--- src/rtl/wdg_pkg.sv ---
package wdg_pkg;
  // Command word bit positions; software decodes the same layout.
  localparam int unsigned CMD_W         = 3;
  localparam int unsigned CMD_REFRESH   = 0;
  localparam int unsigned CMD_CLR_OVF   = 1;
  localparam int unsigned CMD_CLR_WARN  = 2;

  typedef struct packed {
    logic clr_warn;
    logic clr_ovf;
    logic refresh;
  } wdg_cmd_t;

  function automatic wdg_cmd_t decode_cmd(input logic wr, input logic [CMD_W-1:0] d);
    wdg_cmd_t c;
    c.refresh  = wr & d[CMD_REFRESH];
    c.clr_ovf  = wr & d[CMD_CLR_OVF];
    c.clr_warn = wr & d[CMD_CLR_WARN];
    return c;
  endfunction
endpackage

--- src/rtl/wdg_timeout_ctr.sv ---
module wdg_timeout_ctr #(
  parameter int unsigned TIMEOUT_CYCLES = 49152,
  parameter int unsigned WARN_LEAD      = 33
) (
  input  logic clk,
  input  logic rst_n,
  input  logic run_en,
  input  logic kick,
  input  logic hold_active,
  output logic kick_acc,
  output logic warn_hit,
  output logic ovf_hit
);
  localparam int unsigned CW       = $clog2(TIMEOUT_CYCLES);
  localparam logic [CW-1:0] LAST   = CW'(TIMEOUT_CYCLES - 1);
  localparam logic [CW-1:0] WARN_AT = CW'(TIMEOUT_CYCLES - 1 - WARN_LEAD);

  logic [CW-1:0] cnt;
  logic          counting;

  assign kick_acc = kick & ~hold_active;
  assign counting = run_en & ~hold_active & ~kick_acc;
  assign warn_hit = counting & (cnt == WARN_AT);
  assign ovf_hit  = counting & (cnt == LAST);

  always_ff @(posedge clk or negedge rst_n) begin
    if (!rst_n)                 cnt <= '0;
    else if (!counting || ovf_hit) cnt <= '0;
    else                        cnt <= cnt + 1'b1;
  end

  // a stopped or asleep timer does not advance
  assert_held_when_stopped_R7: assert property (@(posedge clk) disable iff (!rst_n)
    !run_en |=> (cnt == '0));
  // no counting progress during the processor hold
  assert_idle_in_hold_R11: assert property (@(posedge clk) disable iff (!rst_n)
    hold_active |=> (cnt == '0));
  // an accepted refresh restarts from zero
  assert_refresh_restarts_R3: assert property (@(posedge clk) disable iff (!rst_n)
    kick_acc |=> (cnt == '0));
endmodule

--- src/rtl/wdg_hold_seq.sv ---
module wdg_hold_seq #(
  parameter int unsigned HOLD_CYCLES = 4100
) (
  input  logic clk,
  input  logic rst_n,
  input  logic ovf_hit,
  output logic hold_active,
  output logic chip_rst,
  output logic cpu_launch
);
  localparam int unsigned HW = (HOLD_CYCLES > 2) ? $clog2(HOLD_CYCLES) : 1;
  localparam logic [HW-1:0] HOLD_LAST = HW'(HOLD_CYCLES - 1);

  logic [HW-1:0] hold_cnt;

  always_ff @(posedge clk or negedge rst_n) begin
    if (!rst_n) begin
      hold_active <= 1'b0;
      hold_cnt    <= '0;
      chip_rst    <= 1'b0;
      cpu_launch  <= 1'b0;
    end else begin
      chip_rst   <= ovf_hit;
      cpu_launch <= 1'b0;
      if (hold_active) begin
        if (hold_cnt == HOLD_LAST) begin
          hold_active <= 1'b0;
          cpu_launch  <= 1'b1;
          hold_cnt    <= '0;
        end else begin
          hold_cnt <= hold_cnt + 1'b1;
        end
      end else if (ovf_hit) begin
        hold_active <= 1'b1;
        hold_cnt    <= '0;
      end
    end
  end

  assert_chip_pulse_single_R2: assert property (@(posedge clk) disable iff (!rst_n)
    chip_rst |=> !chip_rst);
  assert_chip_in_hold_R4: assert property (@(posedge clk) disable iff (!rst_n)
    chip_rst |-> hold_active);
  assert_launch_after_hold_R4: assert property (@(posedge clk) disable iff (!rst_n)
    $fell(hold_active) |-> cpu_launch);
  assert_launch_pulse_R4: assert property (@(posedge clk) disable iff (!rst_n)
    cpu_launch |=> !cpu_launch && !hold_active);
endmodule

--- src/rtl/wdg_status.sv ---
module wdg_status (
  input  logic clk,
  input  logic rst_n,
  input  logic ovf_hit,
  input  logic warn_hit,
  input  logic warn_ien,
  input  logic kick_acc,
  input  logic clr_ovf,
  input  logic clr_warn,
  output logic ovf_flag,
  output logic warn_irq
);
  always_ff @(posedge clk or negedge rst_n) begin
    if (!rst_n)        ovf_flag <= 1'b0;
    else if (ovf_hit)  ovf_flag <= 1'b1;
    else if (clr_ovf)  ovf_flag <= 1'b0;
  end

  always_ff @(posedge clk or negedge rst_n) begin
    if (!rst_n)                   warn_irq <= 1'b0;
    else if (clr_warn || kick_acc) warn_irq <= 1'b0;
    else if (warn_hit && warn_ien) warn_irq <= 1'b1;
  end

  assert_ovf_sticky_R5: assert property (@(posedge clk) disable iff (!rst_n)
    (ovf_flag && !clr_ovf) |=> ovf_flag);
  assert_ovf_set_wins_R5: assert property (@(posedge clk) disable iff (!rst_n)
    ovf_hit |=> ovf_flag);
  assert_warn_cleared_R10: assert property (@(posedge clk) disable iff (!rst_n)
    (clr_warn || kick_acc) |=> !warn_irq);
  assert_warn_gated_R9: assert property (@(posedge clk) disable iff (!rst_n)
    (!warn_irq && !warn_ien) |=> !warn_irq);
endmodule

--- src/rtl/rtc_watchdog.sv ---
module rtc_watchdog #(
  parameter int unsigned TIMEOUT_CYCLES = 49152,
  parameter int unsigned WARN_LEAD      = 33,
  parameter int unsigned HOLD_CYCLES    = 4100
) (
  input  logic                      clk_rtc,
  input  logic                      rst_pin_n,
  input  logic                      wake,
  input  logic                      strap_dis,
  input  logic                      dbg_en,
  input  logic                      warn_ien,
  input  logic                      fw_wr,
  input  logic [wdg_pkg::CMD_W-1:0] fw_data,
  output logic                      chip_rst,
  output logic                      cpu_rst,
  output logic                      cpu_launch,
  output logic                      ovf_flag,
  output logic                      warn_irq
);
  import wdg_pkg::*;

  wdg_cmd_t cmd;
  logic     run_en, kick_acc, warn_hit, ovf_hit, hold_active;

  assign cmd    = decode_cmd(fw_wr, fw_data);
  assign run_en = wake & ~strap_dis & ~dbg_en;

  wdg_timeout_ctr #(
    .TIMEOUT_CYCLES(TIMEOUT_CYCLES),
    .WARN_LEAD     (WARN_LEAD)
  ) u_ctr (
    .clk        (clk_rtc),
    .rst_n      (rst_pin_n),
    .run_en     (run_en),
    .kick       (cmd.refresh),
    .hold_active(hold_active),
    .kick_acc   (kick_acc),
    .warn_hit   (warn_hit),
    .ovf_hit    (ovf_hit)
  );

  wdg_hold_seq #(.HOLD_CYCLES(HOLD_CYCLES)) u_hold (
    .clk        (clk_rtc),
    .rst_n      (rst_pin_n),
    .ovf_hit    (ovf_hit),
    .hold_active(hold_active),
    .chip_rst   (chip_rst),
    .cpu_launch (cpu_launch)
  );

  wdg_status u_stat (
    .clk     (clk_rtc),
    .rst_n   (rst_pin_n),
    .ovf_hit (ovf_hit),
    .warn_hit(warn_hit),
    .warn_ien(warn_ien),
    .kick_acc(kick_acc),
    .clr_ovf (cmd.clr_ovf),
    .clr_warn(cmd.clr_warn),
    .ovf_flag(ovf_flag),
    .warn_irq(warn_irq)
  );

  assign cpu_rst = hold_active;

  // disabled timer never overflows
  assert_no_ovf_disabled_R7: assert property (@(posedge clk_rtc) disable iff (!rst_pin_n)
    (strap_dis || dbg_en) |-> !ovf_hit);
endmodule

--- config.mk ---
export PLATFORM = sky130hd
export DESIGN_NAME = rtc_watchdog
export DESIGN_NICKNAME = d
export VERILOG_FILES = /design/src/rtl/wdg_pkg.sv /design/src/rtl/wdg_timeout_ctr.sv /design/src/rtl/wdg_hold_seq.sv /design/src/rtl/wdg_status.sv /design/src/rtl/rtc_watchdog.sv
export SDC_FILE = /design/constraint.sdc
export NUM_CORES = 1
export LEC_CHECK = 0
export BUFFER_PORTS_ARGS = -buffer_cell sky130_fd_sc_hd__buf_2
export CORE_ASPECT_RATIO = 0.5
export CORE_UTILIZATION = 36
export DETAILED_ROUTE_END_ITERATION = 7
export SLEW_MARGIN = 20
export SYNTH_ARGS = -nofsm -noshare
export SYNTH_HDL_FRONTEND = slang
export SYNTH_SLANG_ARGS = --single-unit
--- constraint.sdc ---
create_clock -name clk_rtc -period 4.87 [get_ports clk_rtc]
set_clock_uncertainty 0.15 [all_clocks]
set_input_delay 0.487 -clock clk_rtc [delete_from_list [all_inputs] [get_ports clk_rtc]]
set_output_delay 0.487 -clock clk_rtc [all_outputs]
set_load 0.05 [all_outputs]
== Word level (Yosys, flattened, before mapping) ==
Index checks and enable logic that the tools add are counted.

* Register bits after elaboration: 34
* Bits in latches: 0
* Memory bits (writable): 0
* Bits in read-only memories: 0
* Output and inout port bits: 5
* Memories: 0

* $add $sub $neg: 2
* Multipliers: 0
* Div/mod/pow operators: 0
* Magnitude comparators: 0
* Equality and inequality tests: 3
* Shift-type cells: 0
* Multiplexer cells: 13
* Bitwise logic cells: 14
* Reductions and logical operators: 7

{| class="wikitable"
|+ Operators with widths
! cell !! count
|-
| 2-to-1 mux 13 bit || 3
|-
| equality test 16 bit, second input constant || 2
|-
| adder 16 x 1 -> 16 bit, second input constant || 1
|-
| 2-to-1 mux 16 bit || 1
|-
| adder 13 x 1 -> 13 bit, second input constant || 1
|-
| equality test 13 bit, second input constant || 1
|-
| AND 1 bit || 10
|-
| 2-to-1 mux 1 bit || 9
|-
| nonzero test 2 bit || 3
|-
| inverter 1 bit || 4
|-
| logical OR 1 bit || 2
|-
| logical AND 1 bit || 1
|-
| zero test 1 bit || 1
|}

== Longest topological paths before layout ==
Gate-level depths: netlist of run 1.

* Word-level depth: 9
* Mapped depth: 6
* Mapped depth without buffers: 5

== Modules after synthesis ==
From an unflattened synthesis of run 1, not the netlist that was laid out.

* Cells, all modules: 183
* Area, all modules: 1864.3 um^2

{| class="wikitable"
|+ Modules (own cells, without submodules)
! module !! times used !! cells an instance !! area an instance (um^2) !! sequential area each (um^2)
|-
| wdg_hold_seq || 1 || 88 || 885.8 || 400.4
|-
| wdg_timeout_ctr || 1 || 85 || 867.1 || 400.4
|-
| wdg_status || 1 || 6 || 80.1 || 50.0
|-
| rtc_watchdog || 1 || 4 || 31.3 || 0.0
|}

== Worst setup path after synthesis of run 1 ==
No wires, ideal clock.

* Kind: flip-flop to flip-flop
* From: reg u_hold.hold_active
* To: reg u_hold.hold_cnt[1]
* Setup time: 122 ps
* Data arrival time: 1590 ps
* Required time: 4598 ps
* Setup slack: 3009 ps
* Cell stages (with the launch flop): 5
* Path buffers: 0
* Clock period less this slack: 1861 ps
* Cell sequence: dfrtp_1 -> nor4b_2 -> nand4_1 -> or2_1 -> a32o_1

* Longest elaborated chain between the ends: 6

{| class="wikitable"
|+ RTL lines
! what !! line !! source
|-
| from (decl) || wdg_hold_seq.sv:7 || <nowiki>output logic hold_active,</nowiki>
|-
| from (signal assigned) || wdg_hold_seq.sv:18 || <nowiki>hold_active <= 1'b0;</nowiki>
|-
| from (signal assigned) || wdg_hold_seq.sv:27 || <nowiki>hold_active <= 1'b0;</nowiki>
|-
| from (signal assigned) || wdg_hold_seq.sv:34 || <nowiki>hold_active <= 1'b1;</nowiki>
|-
| inverter 1 bit || wdg_timeout_ctr.sv:21, wdg_timeout_ctr.sv:22 ||
|-
| AND 1 bit || wdg_timeout_ctr.sv:21 || <nowiki>assign kick_acc = kick & ~hold_active;</nowiki>
|-
| inverter 1 bit || wdg_timeout_ctr.sv:22 || <nowiki>assign counting = run_en & ~hold_active & ~kick_acc;</nowiki>
|-
| AND 1 bit || wdg_timeout_ctr.sv:22 ||
|-
| AND 1 bit || wdg_timeout_ctr.sv:24 || <nowiki>assign ovf_hit = counting & (cnt == LAST);</nowiki>
|-
| nonzero test 2 bit (no line) || -- ||
|-
| to (signal assigned) || wdg_hold_seq.sv:31 || <nowiki>hold_cnt <= hold_cnt + 1'b1;</nowiki>
|-
| to (decl) || wdg_hold_seq.sv:14 || <nowiki>logic [HW-1:0] hold_cnt;</nowiki>
|}

Parallel ways exist; a longest one is shown, timed or not.
A chain may end at the register's enable or synchronous reset.

== Worst setup path in the final report of run 1 ==
* From: reg u_ctr.cnt[2]
* To: reg u_hold.hold_cnt[5]

* Longest elaborated chain between the ends: 3

{| class="wikitable"
|+ RTL lines
! what !! line !! source
|-
| from (decl) || wdg_timeout_ctr.sv:18 || <nowiki>logic [CW-1:0] cnt;</nowiki>
|-
| from (signal assigned) || wdg_timeout_ctr.sv:29 || <nowiki>else cnt <= cnt + 1'b1;</nowiki>
|-
| equality test 16 bit || wdg_timeout_ctr.sv:24 ||
|-
| AND 1 bit || wdg_timeout_ctr.sv:24 ||
|-
| nonzero test 2 bit (no line) || -- ||
|}

No other way between the ends.

==> results of run 1 <==
cell usage after synthesis, drive strengths merged (4+ instances only):
cell type,count
nor2,17
xor2,9
buf,4
nand4,9
nand3,15
and2,4
a21oi,5
inv,13
a31oi,4
nor4,5
o211ai,5
nand2,13
dfrtp,34
o21ai,14
through the flow:
stage / worst slack, ns / total power [mW] / hold slack [ns]
6_report: 2.64 / 0.602 / 0.110
5_1_grt: 2.47 / 0.626 / 0.155
4_1_cts: 2.64 / 0.611 / 0.138
3_5_place_dp: 2.60 / 0.298 / 0.316
3_3_place_gp: 2.67 / 0.298 / 0.306
2_1_floorplan: 3.01 / 0.289 / 0.0414
power groups by stage:
stage	registers [mW]	logic [mW]	clock network, mW
after CTS	0.282	0.0106	0.318
after global routing	0.282	0.0117	0.333
final	0.282	0.00995	0.310
after floorplan	0.288	0.000948	0
after global placement	0.288	0.0104	0
after detailed placement	0.288	0.0106	0
how the worst min path moves through the flow:
stage | from | end | slack, ns | cells past startpoint
2_1_floorplan | rst_pin_n | u_ctr.cnt[0] | 0.04 | 0
3_3_place_gp | u_stat.ovf_flag | u_stat.ovf_flag | 0.31 | 2
3_5_place_dp | u_stat.ovf_flag | u_stat.ovf_flag | 0.32 | 2
4_1_cts | rst_pin_n | u_ctr.cnt[6] | 0.14 | 1
5_1_grt | rst_pin_n | u_ctr.cnt[6] | 0.16 | 1
6_report | rst_pin_n | u_ctr.cnt[6] | 0.11 | 1
flip-flops by register name, indices dropped and copies added (netlist names):
name / count
u_ctr.cnt: 16
u_hold.chip_rst: 1
u_hold.cpu_launch: 1
u_hold.hold_active: 1
u_hold.hold_cnt: 13
u_stat.ovf_flag: 1
u_stat.warn_irq: 1
cells by family (layout without fill, tap and decap cells):
group                    count (synthesis)  in the layout  share of synthesized area (%)
XOR/XNOR                                11             11                           5.33
adder cells (fa/ha/maj)                  3              3                           2.08
AND/OR/NAND/NOR                         83             83                           27.6
flip-flops                              34             34                           47.1
multiplexers                             1              1                          0.554
AO/OA/AOI/OAI                           36             36                           13.0
buffers and inverters                   19             35                           4.36
critical path, delay by kind of cell (launching register included):
family,cells,cell delay [ns]
AOI/OAI and AO/OA,2,0.93
and+or+nand+nor,2,0.57
DFF,1,0.41
placed cells by master, fill, tap and decap left out, drive strengths merged, types with 2 or more instances in the layout:
cell,netlist,final
a21oi,5,5
a31oi,4,4
and2,4,4
and3,3,3
and4,2,2
buf,4,14
bufinv,0,2
clkbuf,2,5
dfrtp,34,34
ha,3,3
inv,13,13
nand2,13,13
nand3,15,15
nand3b,3,3
nand4,9,9
nor2,17,17
nor4,5,5
nor4b,3,3
o211ai,5,5
o21ai,14,14
o31a,2,2
or3,2,2
xnor2,2,2
xor2,9,9
metal layers:
| metal | track usage (%) | wire (um) | up-vias |
|---|---|---|---|
| li1 | - | - | 705 |
| met1 | 18.3 | 1590 | 675 |
| met2 | 24.4 | 1620 | 22 |
| met3 | 4.03 | 111 | 4 |
| met4 | 5.71 | 28 | 0 |
| met5 | 0 | 0 | - |
layout make-up:
type / instances / share of cell area, %
Multi-Input combinational cell: 134 / 42.5
Sequential cell: 34 / 41.1
Tap cell: 66 / 3.99
Timing Repair Buffer: 14 / 3.39
Clock buffer: 5 / 3.33
Clock inverter: 3 / 3.33
Inverter: 13 / 2.36
==> summary.txt, run 1 <==
Core ar. - 4620 sq um
Worst EP required - 4.85 ns
RSZ-0062 raised after global routing - false
post-synth top area share - 47.1%
headroom to the max-slew limit - 37.1%
Post-synth top flop - dfrtp_1
vias in the first global route - 1292
Arr. time, crit path - 2.20 ns
root buf cell - clkbuf_8
multi-input logic area - 878 sq um
clock power share - 51.5%
global-route usage over all layers - 14.6%
Clock Path Buffers - 2
sequential power share - 46.8%
synth top area cells - dfrtp_1, xor2_1, nand3_1, o21ai_0, nor2_1
crit path capture type - flop
Post-synth EDFFs - 0
vias after detailed routing - 1406
Setup crit start - u_ctr.cnt[2]
Sw Pwr - 0.112 mW
DR WL/cell - 12.4 um
Yosys top cell by area - dfrtp_1
Post CTS Setup Buffer Count - 0
Avg Inst Size Synth - 9.67 sq um
final instance area - 2070 sq um
grt ovf - 0
outcome - complete, no violations
Pre-antenna DRT Iters - 4
Slew Limit Fails - 0
FF+latch area - 851 sq um
first-pass GRT wire length - 5830 um
placer congestion estimate - 0.744
Area Overhead vs Synth - 14.4%
Critical Setup Path Class - flop to flop
post-synthesis cell count - 187
Syn Nets - 200
critical-path cell list - and4_1 > nand4_1 > o21ai_1 > o21ai_0
DRC - 0
Port Buf Inserts - 14
peak fanout along the critical path - 12
Post-CTS Hold Buffers - 0
Reg2Reg Depth - 4
RR Startpoint - u_ctr.cnt[2]
fin crit period - 2.23 ns
via-per-instance ratio - 5.23
clock sink total - 34
worst-margin pin slew - 0.941 ns
Inserted Clock Buffers - 5
PostCTS Resize Cnt - 0
CTS tree - yes
Reg2Reg Setup Slack - 2.64 ns
VDD IR-drop max - 0.000125 V
Setup Viol. Count Final - 0
fin util - 44.8%
Worst Setup Start Kind - flop
I/O Pins - 15
antenna violations before repair - 0
Int Power - 0.490 mW
dpl hpwl - 2310 um
clk_lat worst skew - 0.29 ns
yosys warns - 0
largest stage delay on the critical path - 0.74 ns
DRT Wirelength - 3350 um
Tcrit/Tclk final - 45.7%
Synth Register Bits - 34
final setup TNS - 0 ns
fin nets - 215
Clock transition at path regs - 0.08 ns
layout cell share with drive strength beyond 1 - 15.8%
Die Span Y - 52.1 um
Mapped Area - 1810 sq um
Starting Density - 39.2%
std cell rows - 17
largest net degree at the start of global routing - 35
antenna-violating nets left - 0
Logic pwr share - 1.7%
RR Endpoint - u_hold.hold_cnt[5]
PwrDens - 291 nW/um^2
leakage power - 0.851 nW
Slowest-stage cell, CP - o21ai_1
Unique masters post-synth - 46
Layout Cells excl Fill - 269
Max Cap Viol - 0
H-tree levels - 2
endpoints failing hold - 0
worst setup path end - u_hold.hold_cnt[5]
async set-reset flop share out of synthesis - 100%
Cells after DPL - 261
Layout fillers - 456
1st-iter DRT viols - 40
die area - 5330 sq um
Placed Area - 1930 sq um
post-synthesis sequential area ratio - 47.1%
Max Freq - 449 MHz
antenna cells - 0
Chip Width - 102 um
Sw Ratio - 18.6%
Hold Path Class - input port to asynchronous set/reset pin
(Power assumes the default switching activity.)
==> run 2: changes to the inputs <==
- clock period: 4.87 -> 2.2 ns (I/O delays scaled with it)
==> run 2 against run 1 <==
Flip-flop and latch count unchanged. Largest cell class unchanged. Critical path depth increased by 1. Sequential share of layout area decreased by 0.32 points. Setup slack got worse by 2.3 ns. Combinational power increased to 2.5 times the previous value. Critical path type unchanged. Clock-buffer cell count increased by 2. Utilization increased by 0.35 points. Maximum frequency increased by 20%. First-iteration DRC count increased by 15%.
==> summary.txt, run 2 (synthesis results as in run 1) <==
crit path capture type - flop
VDD IR-drop max - 0.000196 V
worst-margin pin slew - 0.758 ns
antenna-violating nets left - 0
peak fanout along the critical path - 16
most common cell after layout, fill and taps aside - dfrtp_1
die area - 5330 sq um
clock sink total - 34
Port Buf Inserts - 14
placer congestion estimate - 0.778
Clock transition at path regs - 0.07 ns
fin nets - 221
largest net degree at the start of global routing - 35
critical-path cell list - ha_1 > nor4b_2 > a31oi_4 > a21oi_1 > a31oi_1
Chip Width - 102 um
layout cell share with drive strength beyond 1 - 17.2%
Core ar. - 4620 sq um
CTS tree - yes
clk_lat worst skew - 0.28 ns
Arr. time, crit path - 1.87 ns
max reg flops - 16
Layout Cells excl Fill - 275
final setup TNS - 0 ns
Tcrit/Tclk final - 84.6%
H-tree levels - 2
antenna cells - 0
dpl hpwl - 2440 um
headroom to the max-slew limit - 49.4%
Starting Density - 39.2%
grt ovf - 0
Layout fillers - 445
fin crit period - 1.86 ns
Critical Setup Path Class - flop to flop
vias in the first global route - 1312
Max Freq - 537 MHz
Post CTS Setup Buffer Count - 0
Inserted Clock Buffers - 5
Area Overhead vs Synth - 15.3%
Reg2Reg Setup Slack - 0.34 ns
largest stage delay on the critical path - 0.39 ns
1st-iter DRT viols - 46
first-pass GRT wire length - 5880 um
Final Power - 1.12 mW
Biggest register - u_ctr.cnt
DR WL/cell - 13.0 um
Clock Path Buffers - 2
Worst EP required - 2.21 ns
Die Span Y - 52.1 um
PwrDens - 537 nW/um^2
std cell rows - 17
Hold Path Class - input port to flop
RSZ-0062 raised after global routing - false
endpoints failing hold - 0
Cells after DPL - 265
Largest regs - u_ctr.cnt (16), u_hold.hold_cnt (13)
global-route usage over all layers - 14.8%
I/O Pins - 15
Worst Setup Start Kind - flop
most frequent cells in the layout - dfrtp_1, nor2_1, buf_2
Pre-antenna DRT Iters - 4
antenna violations before repair - 0
Setup Viol. Count Final - 0
DRT Wirelength - 3560 um
root buf cell - clkbuf_8
vias after detailed routing - 1441
leakage power - 0.861 nW
Max Cap Viol - 0
outcome - complete, no violations
Slew Limit Fails - 0
DRC - 0
via-per-instance ratio - 5.24
Slowest-stage cell, CP - dfrtp_1
## run 2: cell types whose count changed in the layout (fill, tap and decap cells not counted), sizes merged
| cell | delta |
|---|---|
| dlygate4sd3 | +2 |
| clkbuf | +2 |
| buf | +4 |
| bufinv | -2 |
## run 2: report_power, final
part | internal, mW | switching [mW] | total [mW]
combinational | 0.00918 | 0.0159 | 0.0251
sequential | 0.625 | 0 | 0.625
clock | 0.252 | 0.218 | 0.470
## run 2: metal layers
metal / global-route usage, % / vias up / routed length (um)
met3: 3.63 / 7 / 85
met1: 18.5 / 708 / 1750
met5: 0 / - / 0
met4: 6.43 / 0 / 53
met2: 24.7 / 14 / 1680
li1: - / 712 / -
## run 2: worst paths after layout
path,start,endpoint,depth (start not counted)
max,u_hold.hold_cnt[0],u_hold.hold_cnt[2],5
min,fw_data[1],u_stat.ovf_flag,4
max reg2reg,u_hold.hold_cnt[0],u_hold.hold_cnt[2],5
min reg2reg,u_stat.ovf_flag,u_stat.ovf_flag,2
max in group asynchronous,rst_pin_n,u_hold.hold_cnt[5],2
min in group asynchronous,rst_pin_n,u_ctr.cnt[10],2
## run 2: cell type report
class / instances / area, sq um / share of cell area, %
Multi-Input combinational cell: 134 / 891 / 42.7
Sequential cell: 34 / 851 / 40.8
Timing Repair Buffer: 20 / 120 / 5.76
Clock buffer: 7 / 86.3 / 4.14
Tap cell: 66 / 82.6 / 3.96
Inverter: 13 / 48.8 / 2.34
Clock inverter: 1 / 5.00 / 0.240
## run 2: through the flow
| stage | hold WS [ns] | utilization (%) | setup WS, ns | cell area, sq um |
|---|---|---|---|---|
| floorplan | -0.226 | - | 0.339 | 1810 |
| global placement | 0.178 | 42.5 | 0.179 | 1960 |
| detailed placement | 0.190 | 42.5 | 0.129 | 1960 |
| CTS | 0.0255 | 44.9 | 0.120 | 2070 |
| global route | 0.0587 | 45.2 | 0.216 | 2080 |
| finish | 0.0328 | 45.2 | 0.339 | 2080 |
## run 2: worst max-delay path: cells and delay by family (launching register included)
kind	cells	cell delay (ns)
and+or+nand+nor	1	0.37
adders and majority gates	1	0.24
AOI/OAI and AO/OA	3	0.59
DFF	1	0.39
## run 2: repair_timing
action,CTS,global route
hold endpoints to repair,35,0
hold buffers,2,0
gates resized for setup,0,2
endpoints found under the setup margin,0,11
